<file path="config.mk">
export PLATFORM = sky130hd
export DESIGN_NAME = rtc_top
export DESIGN_NICKNAME = d
export VERILOG_FILES = /design/src/rtl/rtc_pkg.sv /design/src/rtl/rtc_tod_counter.sv /design/src/rtl/rtc_alarm_cmp.sv /design/src/rtl/rtc_irq_ctrl.sv /design/src/rtl/rtc_top.sv
export SDC_FILE = /design/constraint.sdc
export NUM_CORES = 1
export LEC_CHECK = 0
export ABC_AREA = 0
export BUFFER_PORTS_ARGS = -buffer_cell sky130_fd_sc_hd__clkbuf_2
export CORE_MARGIN = 1.5
export CORE_UTILIZATION = 30
export CTS_CLUSTER_DIAMETER = 30
export DETAILED_ROUTE_END_ITERATION = 16
export PLACE_DENSITY_LB_ADDON = 0.1
export SKIP_LAST_GASP = 1
export SYNTH_ARGS = -nofsm -noshare
export SYNTH_HDL_FRONTEND = slang
export SYNTH_HIERARCHICAL = 1
export SYNTH_SLANG_ARGS = --single-unit
</file>
<file path="constraint.sdc">
create_clock -name clk -period 3.1 [get_ports clk]
set_clock_uncertainty 0.05 [all_clocks]
set_input_delay 0.155 -clock clk [delete_from_list [all_inputs] [get_ports clk]]
set_output_delay 0.155 -clock clk [all_outputs]
set_load 0.005 [all_outputs]
</file>
<file path="src/rtl/rtc_pkg.sv">
package rtc_pkg;
    localparam int DATA_W    = 16;
    localparam int WA_W      = 4;
    localparam int DAY_W     = 16;
    localparam int SEC_LAST  = 59;
    localparam int MIN_LAST  = 59;
    localparam int HOUR_LAST = 23;
    localparam int SEC_W     = $clog2(SEC_LAST + 1);
    localparam int MIN_W     = $clog2(MIN_LAST + 1);
    localparam int HOUR_W    = $clog2(HOUR_LAST + 1);
    localparam int HOUR_LSB  = DATA_W / 2;

    // word indices
    localparam logic [WA_W-1:0] REG_HM   = WA_W'(0);
    localparam logic [WA_W-1:0] REG_SEC  = WA_W'(1);
    localparam logic [WA_W-1:0] REG_AHM  = WA_W'(2);
    localparam logic [WA_W-1:0] REG_ASEC = WA_W'(3);
    localparam logic [WA_W-1:0] REG_CTRL = WA_W'(4);
    localparam logic [WA_W-1:0] REG_STAT = WA_W'(5);
    localparam logic [WA_W-1:0] REG_IEN  = WA_W'(6);
    localparam logic [WA_W-1:0] REG_DAY  = WA_W'(8);
    localparam logic [WA_W-1:0] REG_ADAY = WA_W'(9);

    // bit positions in the status, enable and control words
    localparam int BIT_SW   = 0;
    localparam int BIT_ALM  = 2;
    localparam int BIT_TICK = 4;
    localparam int BIT_RUN  = 7;

    // compact event vector
    localparam int EV_SW   = 0;
    localparam int EV_ALM  = 1;
    localparam int EV_TICK = 2;
    localparam int EV_N    = 3;
    localparam int EV_POS [EV_N] = '{BIT_SW, BIT_ALM, BIT_TICK};

    typedef struct packed {
        logic [DAY_W-1:0]  day;
        logic [HOUR_W-1:0] hour;
        logic [MIN_W-1:0]  min;
        logic [SEC_W-1:0]  sec;
    } tod_t;

    function automatic logic [DATA_W-1:0] hm_word(input logic [HOUR_W-1:0] h,
                                                  input logic [MIN_W-1:0] m);
        logic [DATA_W-1:0] w;
        w = '0;
        w[HOUR_LSB +: HOUR_W] = h;
        w[MIN_W-1:0] = m;
        return w;
    endfunction
endpackage

</file>
<file path="src/rtl/rtc_tod_counter.sv">
module rtc_tod_counter
    import rtc_pkg::*;
(
    input  logic              clk,
    input  logic              rst_n,
    input  logic              adv,
    input  logic              ld_hm,
    input  logic              ld_sec,
    input  logic              ld_day,
    input  logic [DATA_W-1:0] wdata,
    output tod_t              cur,
    output tod_t              nxt
);
    tod_t t_d, t_q;
    logic c_sec, c_min, c_hour;

    always_comb begin
        t_d = t_q;
        c_sec = adv && !ld_sec && (t_q.sec >= SEC_W'(SEC_LAST));
        if (ld_sec)
            t_d.sec = wdata[SEC_W-1:0];
        else if (adv)
            t_d.sec = c_sec ? '0 : t_q.sec + 1'b1;

        c_min = c_sec && !ld_hm && (t_q.min >= MIN_W'(MIN_LAST));
        c_hour = c_min && (t_q.hour >= HOUR_W'(HOUR_LAST));
        if (ld_hm) begin
            t_d.min  = wdata[MIN_W-1:0];
            t_d.hour = wdata[HOUR_LSB +: HOUR_W];
        end else begin
            if (c_sec)
                t_d.min = c_min ? '0 : t_q.min + 1'b1;
            if (c_min)
                t_d.hour = c_hour ? '0 : t_q.hour + 1'b1;
        end

        if (ld_day)
            t_d.day = wdata[DAY_W-1:0];
        else if (c_hour)
            t_d.day = t_q.day + 1'b1;
    end

    always_ff @(posedge clk or negedge rst_n) begin
        if (!rst_n) t_q <= '0;
        else        t_q <= t_d;
    end

    assign cur = t_q;
    assign nxt = t_d;
endmodule

</file>
<file path="src/rtl/rtc_alarm_cmp.sv">
module rtc_alarm_cmp
    import rtc_pkg::*;
(
    input  logic              clk,
    input  logic              rst_n,
    input  logic              ld_ahm,
    input  logic              ld_asec,
    input  logic              ld_aday,
    input  logic [DATA_W-1:0] wdata,
    input  logic              arm,
    input  tod_t              cand,
    output tod_t              alm,
    output logic              hit
);
    tod_t a_d, a_q;

    always_comb begin
        a_d = a_q;
        if (ld_asec)
            a_d.sec = wdata[SEC_W-1:0];
        if (ld_ahm) begin
            a_d.min  = wdata[MIN_W-1:0];
            a_d.hour = wdata[HOUR_LSB +: HOUR_W];
        end
        if (ld_aday)
            a_d.day = wdata[DAY_W-1:0];
    end

    always_ff @(posedge clk or negedge rst_n) begin
        if (!rst_n) a_q <= '0;
        else        a_q <= a_d;
    end

    assign alm = a_q;
    assign hit = arm && (cand == a_q);
endmodule

</file>
<file path="src/rtl/rtc_irq_ctrl.sv">
module rtc_irq_ctrl
    import rtc_pkg::*;
(
    input  logic            clk,
    input  logic            rst_n,
    input  logic [EV_N-1:0] set_ev,
    input  logic [EV_N-1:0] clr_ev,
    input  logic            ld_en,
    input  logic [EV_N-1:0] en_in,
    output logic [EV_N-1:0] stat_ev,
    output logic [EV_N-1:0] ien_ev,
    output logic            irq
);
    typedef struct packed {
        logic [EV_N-1:0] stat;
        logic [EV_N-1:0] ien;
    } irq_st_t;

    irq_st_t s_d, s_q;

    always_comb begin
        s_d = s_q;
        s_d.stat = (s_q.stat & ~clr_ev) | set_ev;
        if (ld_en)
            s_d.ien = en_in;
    end

    always_ff @(posedge clk or negedge rst_n) begin
        if (!rst_n) s_q <= '0;
        else        s_q <= s_d;
    end

    assign stat_ev = s_q.stat;
    assign ien_ev  = s_q.ien;
    assign irq     = |(s_q.stat & s_q.ien);
endmodule

</file>
<file path="src/rtl/rtc_top.sv">
module rtc_top
    import rtc_pkg::*;
(
    input  logic              clk,
    input  logic              rst_n,
    input  logic              tick_1hz,
    input  logic              bus_wr,
    input  logic [WA_W-1:0]   bus_word,
    input  logic [DATA_W-1:0] bus_wdata,
    output logic [DATA_W-1:0] bus_rdata,
    output logic              irq
);
    typedef struct packed {
        logic run;
    } ctrl_t;

    ctrl_t c_d, c_q;

    logic ld_hm, ld_sec, ld_day, ld_ahm, ld_asec, ld_aday;
    logic wr_ctrl, wr_stat, wr_ien;
    logic adv, any_ld, alm_hit;
    tod_t cur, nxt, alm;
    logic [EV_N-1:0] wmask, set_ev, clr_ev, stat_ev, ien_ev;
    logic [DATA_W-1:0] stat_word, ien_word;

    assign ld_hm   = bus_wr && (bus_word == REG_HM);
    assign ld_sec  = bus_wr && (bus_word == REG_SEC);
    assign ld_day  = bus_wr && (bus_word == REG_DAY);
    assign ld_ahm  = bus_wr && (bus_word == REG_AHM);
    assign ld_asec = bus_wr && (bus_word == REG_ASEC);
    assign ld_aday = bus_wr && (bus_word == REG_ADAY);
    assign wr_ctrl = bus_wr && (bus_word == REG_CTRL);
    assign wr_stat = bus_wr && (bus_word == REG_STAT);
    assign wr_ien  = bus_wr && (bus_word == REG_IEN);

    always_comb begin
        c_d = c_q;
        if (wr_ctrl)
            c_d.run = bus_wdata[BIT_RUN];
    end

    always_ff @(posedge clk or negedge rst_n) begin
        if (!rst_n) c_q <= '0;
        else        c_q <= c_d;
    end

    assign adv    = tick_1hz && c_q.run;
    assign any_ld = ld_hm || ld_sec || ld_day;

    rtc_tod_counter u_tod (
        .clk    (clk),
        .rst_n  (rst_n),
        .adv    (adv),
        .ld_hm  (ld_hm),
        .ld_sec (ld_sec),
        .ld_day (ld_day),
        .wdata  (bus_wdata),
        .cur    (cur),
        .nxt    (nxt)
    );

    rtc_alarm_cmp u_alm (
        .clk     (clk),
        .rst_n   (rst_n),
        .ld_ahm  (ld_ahm),
        .ld_asec (ld_asec),
        .ld_aday (ld_aday),
        .wdata   (bus_wdata),
        .arm     (adv && !any_ld),
        .cand    (nxt),
        .alm     (alm),
        .hit     (alm_hit)
    );

    // map event vector to and from its word positions
    always_comb begin
        stat_word = '0;
        ien_word  = '0;
        for (int e = 0; e < EV_N; e++) begin
            stat_word[EV_POS[e]] = stat_ev[e];
            ien_word[EV_POS[e]]  = ien_ev[e];
        end
    end

    for (genvar e = 0; e < EV_N; e++) begin : g_mask
        assign wmask[e] = bus_wdata[EV_POS[e]];
    end

    assign clr_ev = wr_stat ? wmask : '0;

    always_comb begin
        set_ev = '0;
        set_ev[EV_ALM]  = alm_hit;
        set_ev[EV_TICK] = adv;
    end

    rtc_irq_ctrl u_irq (
        .clk     (clk),
        .rst_n   (rst_n),
        .set_ev  (set_ev),
        .clr_ev  (clr_ev),
        .ld_en   (wr_ien),
        .en_in   (wmask),
        .stat_ev (stat_ev),
        .ien_ev  (ien_ev),
        .irq     (irq)
    );

    always_comb begin
        bus_rdata = '0;
        case (bus_word)
            REG_HM:   bus_rdata = hm_word(cur.hour, cur.min);
            REG_SEC:  bus_rdata = DATA_W'(cur.sec);
            REG_AHM:  bus_rdata = hm_word(alm.hour, alm.min);
            REG_ASEC: bus_rdata = DATA_W'(alm.sec);
            REG_CTRL: bus_rdata[BIT_RUN] = c_q.run;
            REG_STAT: bus_rdata = stat_word;
            REG_IEN:  bus_rdata = ien_word;
            REG_DAY:  bus_rdata = DATA_W'(cur.day);
            REG_ADAY: bus_rdata = DATA_W'(alm.day);
            default:  bus_rdata = '0;
        endcase
    end
endmodule

</file>
; ---- Yosys cells after proc, flatten, opt, wreduce, memory -nomap -nowiden
; Index checks and enable logic that the tools add are counted.
[word_totals]
register_bits = 73
inputBits = 24
elab_cells = 69
[op_classes]
bitwise = 4
mux = 14
n_eq_ne = 9
magnitude_cmp = 3
reduce_logical = 24
addsub = 4
[op_table]
columns = cell, n
row1 = $pmux W7 S8, 1
row2 = $eq A33 B33 Y1, 1
row3 = $mux W16, 2
row4 = $pmux W8 S4, 1
row5 = $mux W6, 5
row6 = $logic_and A1 B1 Y1, 17
row7 = $add A16 B1 Y16 const B, 1
row8 = $add A6 B1 Y6 const B, 2
row9 = $eq A4 B3 Y1 const B, 3
row10 = $ge A6 B6 Y1 const B, 2
row11 = $mux W11, 1
row12 = $mux W5, 2
row13 = $eq A4 B2 Y1 const B, 2
row14 = $eq A4 B4 Y1 const B, 2
row15 = $and A3 B3 Y3, 2
row16 = $add A5 B1 Y5 const B, 1
row17 = $ge A5 B5 Y1 const B, 1
row18 = $eq A4 B1 Y1 const B, 1
row19 = $logic_not A4 Y1, 1
row20 = $logic_not A1 Y1, 3
row21 = $mux W3, 1
row22 = $not A3 Y3, 1
row23 = $or A3 B3 Y3, 1
row24 = $pmux W1 S3, 1
row25 = other kinds (2), 3

; ---- Logic depth before layout (Yosys ltp)
[logic_depth]
ltp_word = 14
ltp_mapped = 15
depth_no_buf = 13

; ---- Modules after synthesis
; Netlist, hierarchy kept.
[by_module_without_submodules]
columns = module, area_each_um2, instances, seq_area_each_um2, cells_each
row1 = rtc_tod_counter, 1993.2, 1, 825.8, 218
row2 = rtc_alarm_cmp, 1581.5, 1, 825.8, 117
row3 = rtc_top, 794.5, 1, 25.0, 114
row4 = rtc_irq_ctrl, 231.5, 1, 150.1, 17

; ---- Worst setup path after synthesis
; Ideal clock, no wire load.
[synth_timing]
path_type = input to register
startpoint = in bus_word[0]
endpoint = reg u_irq.s_q, in the netlist u_irq/stat_ev[1]
path_slack_ps = 186
stages = 15
arrival_time_ps = 2800
path_buffers = 4
setup_time_ps = 64
cell_sequence = buf_6 > buf_2 > buf_4 > nor3_1 > nand4b_2 > or4_1 > buf_6 > nor3b_1 > a21oi_1 > o21ai_0 > xor2_1 > nor4_1 > nand3_1 > nor4_2 > a21o_1
[synth_rtl]
columns = item, line
row1 = start: declaration, rtc_top.sv:8  ; input logic [WA_W-1:0] bus_word,
row2 = end signal: assignment, rtc_irq_ctrl.sv:29  ; if (!rst_n) s_q <= '0;
row3 = end signal: assignment, rtc_irq_ctrl.sv:30  ; else s_q <= s_d;
row4 = end: declaration, rtc_irq_ctrl.sv:19  ; irq_st_t s_d, s_q;

==> results.py <==
metrics = {
    "synth": {
        "yosysTopAreaCell": "dfrtp_1",
        "synth_xor_area_share_pct": 9.138,
        "synth.avg_cell_area_sq_um": 9.873,
        "yosysSeqAreaShare_pct": 39.71,
        "synth_most_common_cell": "dfrtp_1",
        "syn-num-nets": 494,
        "yosys_warnings": 6,
        "yosysTopAreaCellShare_pct": 39.71,
        "syn_inst": 466,
        "yosys_most_used_dff": "dfrtp_1",
        "synth_area_leaders": "dfrtp_1 40%, mux2_2 9.1%, xor2_1 8.0%",
        "synth_top_family_by_area": "simple AND/OR/NAND/NOR gates",
        "synth_seq_cells": 73,
        "syn_area_sq_mm": 0.004601,
        "synth_fa_ha_area_share_pct": 1.088,
        "synth_compound_area_share_pct": 12.89,
        "synth_common_cells": "73 x dfrtp_1, 48 x nand2_1, 42 x xor2_1",
        "synthSimpleGateAreaFrac_pct": 17.76,
        "ys_types": 59,
        "synth-async-reset-ratio_pct": 100.0,
        "muxShareOfSynthArea_pct": 15.69,
        "synth_edf_count": 0,
    },
    "global_route": {
        "gr-total-overflow": 0,
        "grt.busiest_layer": "met2",
        "grtUsageTotal_pct": 19.86,
        "grt_use_met1_pct": 28.09,
        "antenna_found_initial": 0,
        "grt_use_met2_pct": 31.17,
        "grt_pass1_vias": 3898,
        "grt_first_pass_wirelength_um": 23800,
        "grt_max_degree": 74,
        "use_met3_pct": 2.573,
    },
    "route": {
        "num_vias": 3860,
        "drtIter0Drc": 300,
        "first_pass_iters": 5,
        "wire_per_inst_um": 21.28,
        "wirelength_um": 15180,
        "ant_nets": 0,
        "drc": 0,
        "via_per_inst": 5.414,
    },
    "clock_tree": {
        "cts-root-buf": "clkbuf_16",
        "clock_sinks": 73,
        "cts_made_buffers": 9,
        "cts_tree": "built",
        "h-tree-depth": 3,
        "path_clk_slew_ps": 60,
        "clk_path_buf_depth": 2,
        "insertion_delay_ps": 340,
    },
    "sta": {
        "setup_viol": 0,
        "clock.fmax_mhz": 343.0,
        "hold_viol": 0,
        "setup_tns_ps": 0,
        "worst_pin_slew_ps": 981.3,
        "timing.final.crit_share_pct": 94.05,
        "final_max_slew_viol_count": 0,
        "maxSlewHeadroom_pct": 34.58,
        "min_period_ps": 2915,
        "worst_slack_ps": 184.5,
    },
    "power": {
        "p_sw_uw": 1264,
        "vdd_drop_max_mv": 0.2601,
        "power_density_mw_per_mm2": 638.4,
        "pwr-share-clk_pct": 27.2,
        "p_total_uw": 3480,
        "pwr-share-seq_pct": 41.5,
        "swShare_pct": 36.33,
        "p_int_uw": 2216,
        "leakage_uw": 0.002294,
        "p_comb_share_pct": 31.3,
    },
    "setup_path": {
        "cp_max_fo": 9,
        "crit_required_ps": 3320,
        "cp.arrival_ps": 3140,
        "worst_setup_path_end_kind": "flip-flop",
        "startpoint_type": "flip-flop",
        "crit_type": "flip-flop to flip-flop",
    },
    "floorplanning": {
        "die_area_sq_mm": 0.01609,
        "die_width_um": 126.8,
        "core-area_sq_mm": 0.01509,
        "ios": 41,
        "dieHeight_um": 126.8,
        "initial_core_util_pct": 30.49,
        "rows": 45,
    },
    "layout": {
        "layout-drive-gt1-share_pct": 26.29,
        "diodes": 0,
        "final_nets": 551,
        "areaGrowthSynthToFinish_pct": 18.49,
    },
    "job": {
        "drv_cap": 0,
    },
    "placement": {
        "place_ws_ps": -64.98,
        "hpwl_um": 11140,
        "gp_congestion": 0.8589,
        "port_buffers": 40,
    },
    "worst_hold_path": {
        "min_path_type": "input port to flip-flop",
    },
    "status": {
        "status": "complete, no violations",
    },
}
## worst paths after layout
| kind | from | end | slack (ps) | cells past startpoint |
|---|---|---|---|---|
| hold reg to reg | u_irq/ien_ev[2] | u_irq/ien_ev[2] | 470 | 1 |
| setup reg to reg | u_tod/cur[1] | u_irq/stat_ev[1] | 180 | 12 |
| setup / recovery | u_tod/cur[1] | u_irq/stat_ev[1] | 180 | 12 |
| max in group asynchronous | rst_n | u_irq/ien_ev[0] | 1890 | 2 |
| min in group asynchronous | rst_n | u_alm/alm[26] | 460 | 2 |
| hold / removal | bus_wdata[13] | u_alm/alm[30] | 20 | 2 |
## registers in the layout, summed over array words and instances, names as in the netlist
signal         cells
u_alm/alm         33
c_q                1
u_irq/ien_ev       3
u_irq/stat_ev      3
u_tod/cur         33
## metal layers
layer	routed length, um	vias to the layer above
met1	7261	1966
met2	7203	84
li1	-	1798
met3	503	12
met5	0	-
met4	206	0
## per-stage QoR
step                      hold WS, ps  utilization, %  std cells  instance area (sq um)
after floorplan                -190.6               -        466                   4601
after global placement          347.7           34.12        699                   5149
after detailed placement        337.2           34.12        699                   5149
after CTS                       3.902           35.95        713                   5424
after global routing            14.95           36.13        713                   5451
final                           19.20           36.13        713                   5451
## cell usage in the layout (no fill, tap or decap), drive strengths merged, types with 16 or more instances in the layout
master,netlist,final
clkbuf,6,49
xor2,42,42
nand2,48,48
o21ai,38,38
buf,15,28
dfrtp,73,73
nand3,16,16
a21oi,16,16
mux2,40,40
mux2i,20,20
nor2,30,30
## critical path, cell delays in order, from the launching register on
cell      delay (ps)
dfrtp_1          400
ha_2             240
o211ai_4         110
or4_1            520
buf_4            190
nor2_4           140
xnor2_1           90
o21ai_1          230
xor2_1           160
nor4_2           280
nand4_1          170
nor4_2           160
a21o_1           110
## repair_timing
action                                  CTS  global route
buffers inserted                          0             0
hold endpoints to repair                 73             0
endpoints found under the setup margin    1             1
gates cloned                              0             0
hold buffers                              1             0
pin swaps                                 0             3
gates resized for setup                   1             9
## layout make-up
cell class / count / area [sq um]
clock buffers: 10 / 239.0
inverters: 9 / 33.78
well taps: 188 / 235.2
fillers: 1564 / 9638
flip-flops and latches: 73 / 1827
clock inverters: 3 / 20.02
repair buffers: 68 / 440.4
multi-input cells: 362 / 2656
## power by group through the flow
stage / Combinational [uW] / Clock [uW] / Sequential, uW
after floorplan: 668 / 0 / 1390
after global placement: 1070 / 0 / 1460
after detailed placement: 1060 / 0 / 1460
after CTS: 1080 / 978 / 1450
after global routing: 1190 / 1020 / 1480
final: 1090 / 945 / 1450
## cells by family after synthesis
kind of cell | after synthesis
xor gates and xnor gates | 48
other | 1
and+or+nand+nor | 154
buffers and inverters | 31
adders and majority gates | 4
DFF | 73
AOI/OAI and AO/OA | 92
muxes | 63
Note: power is estimated with default switching activity, not from simulation.
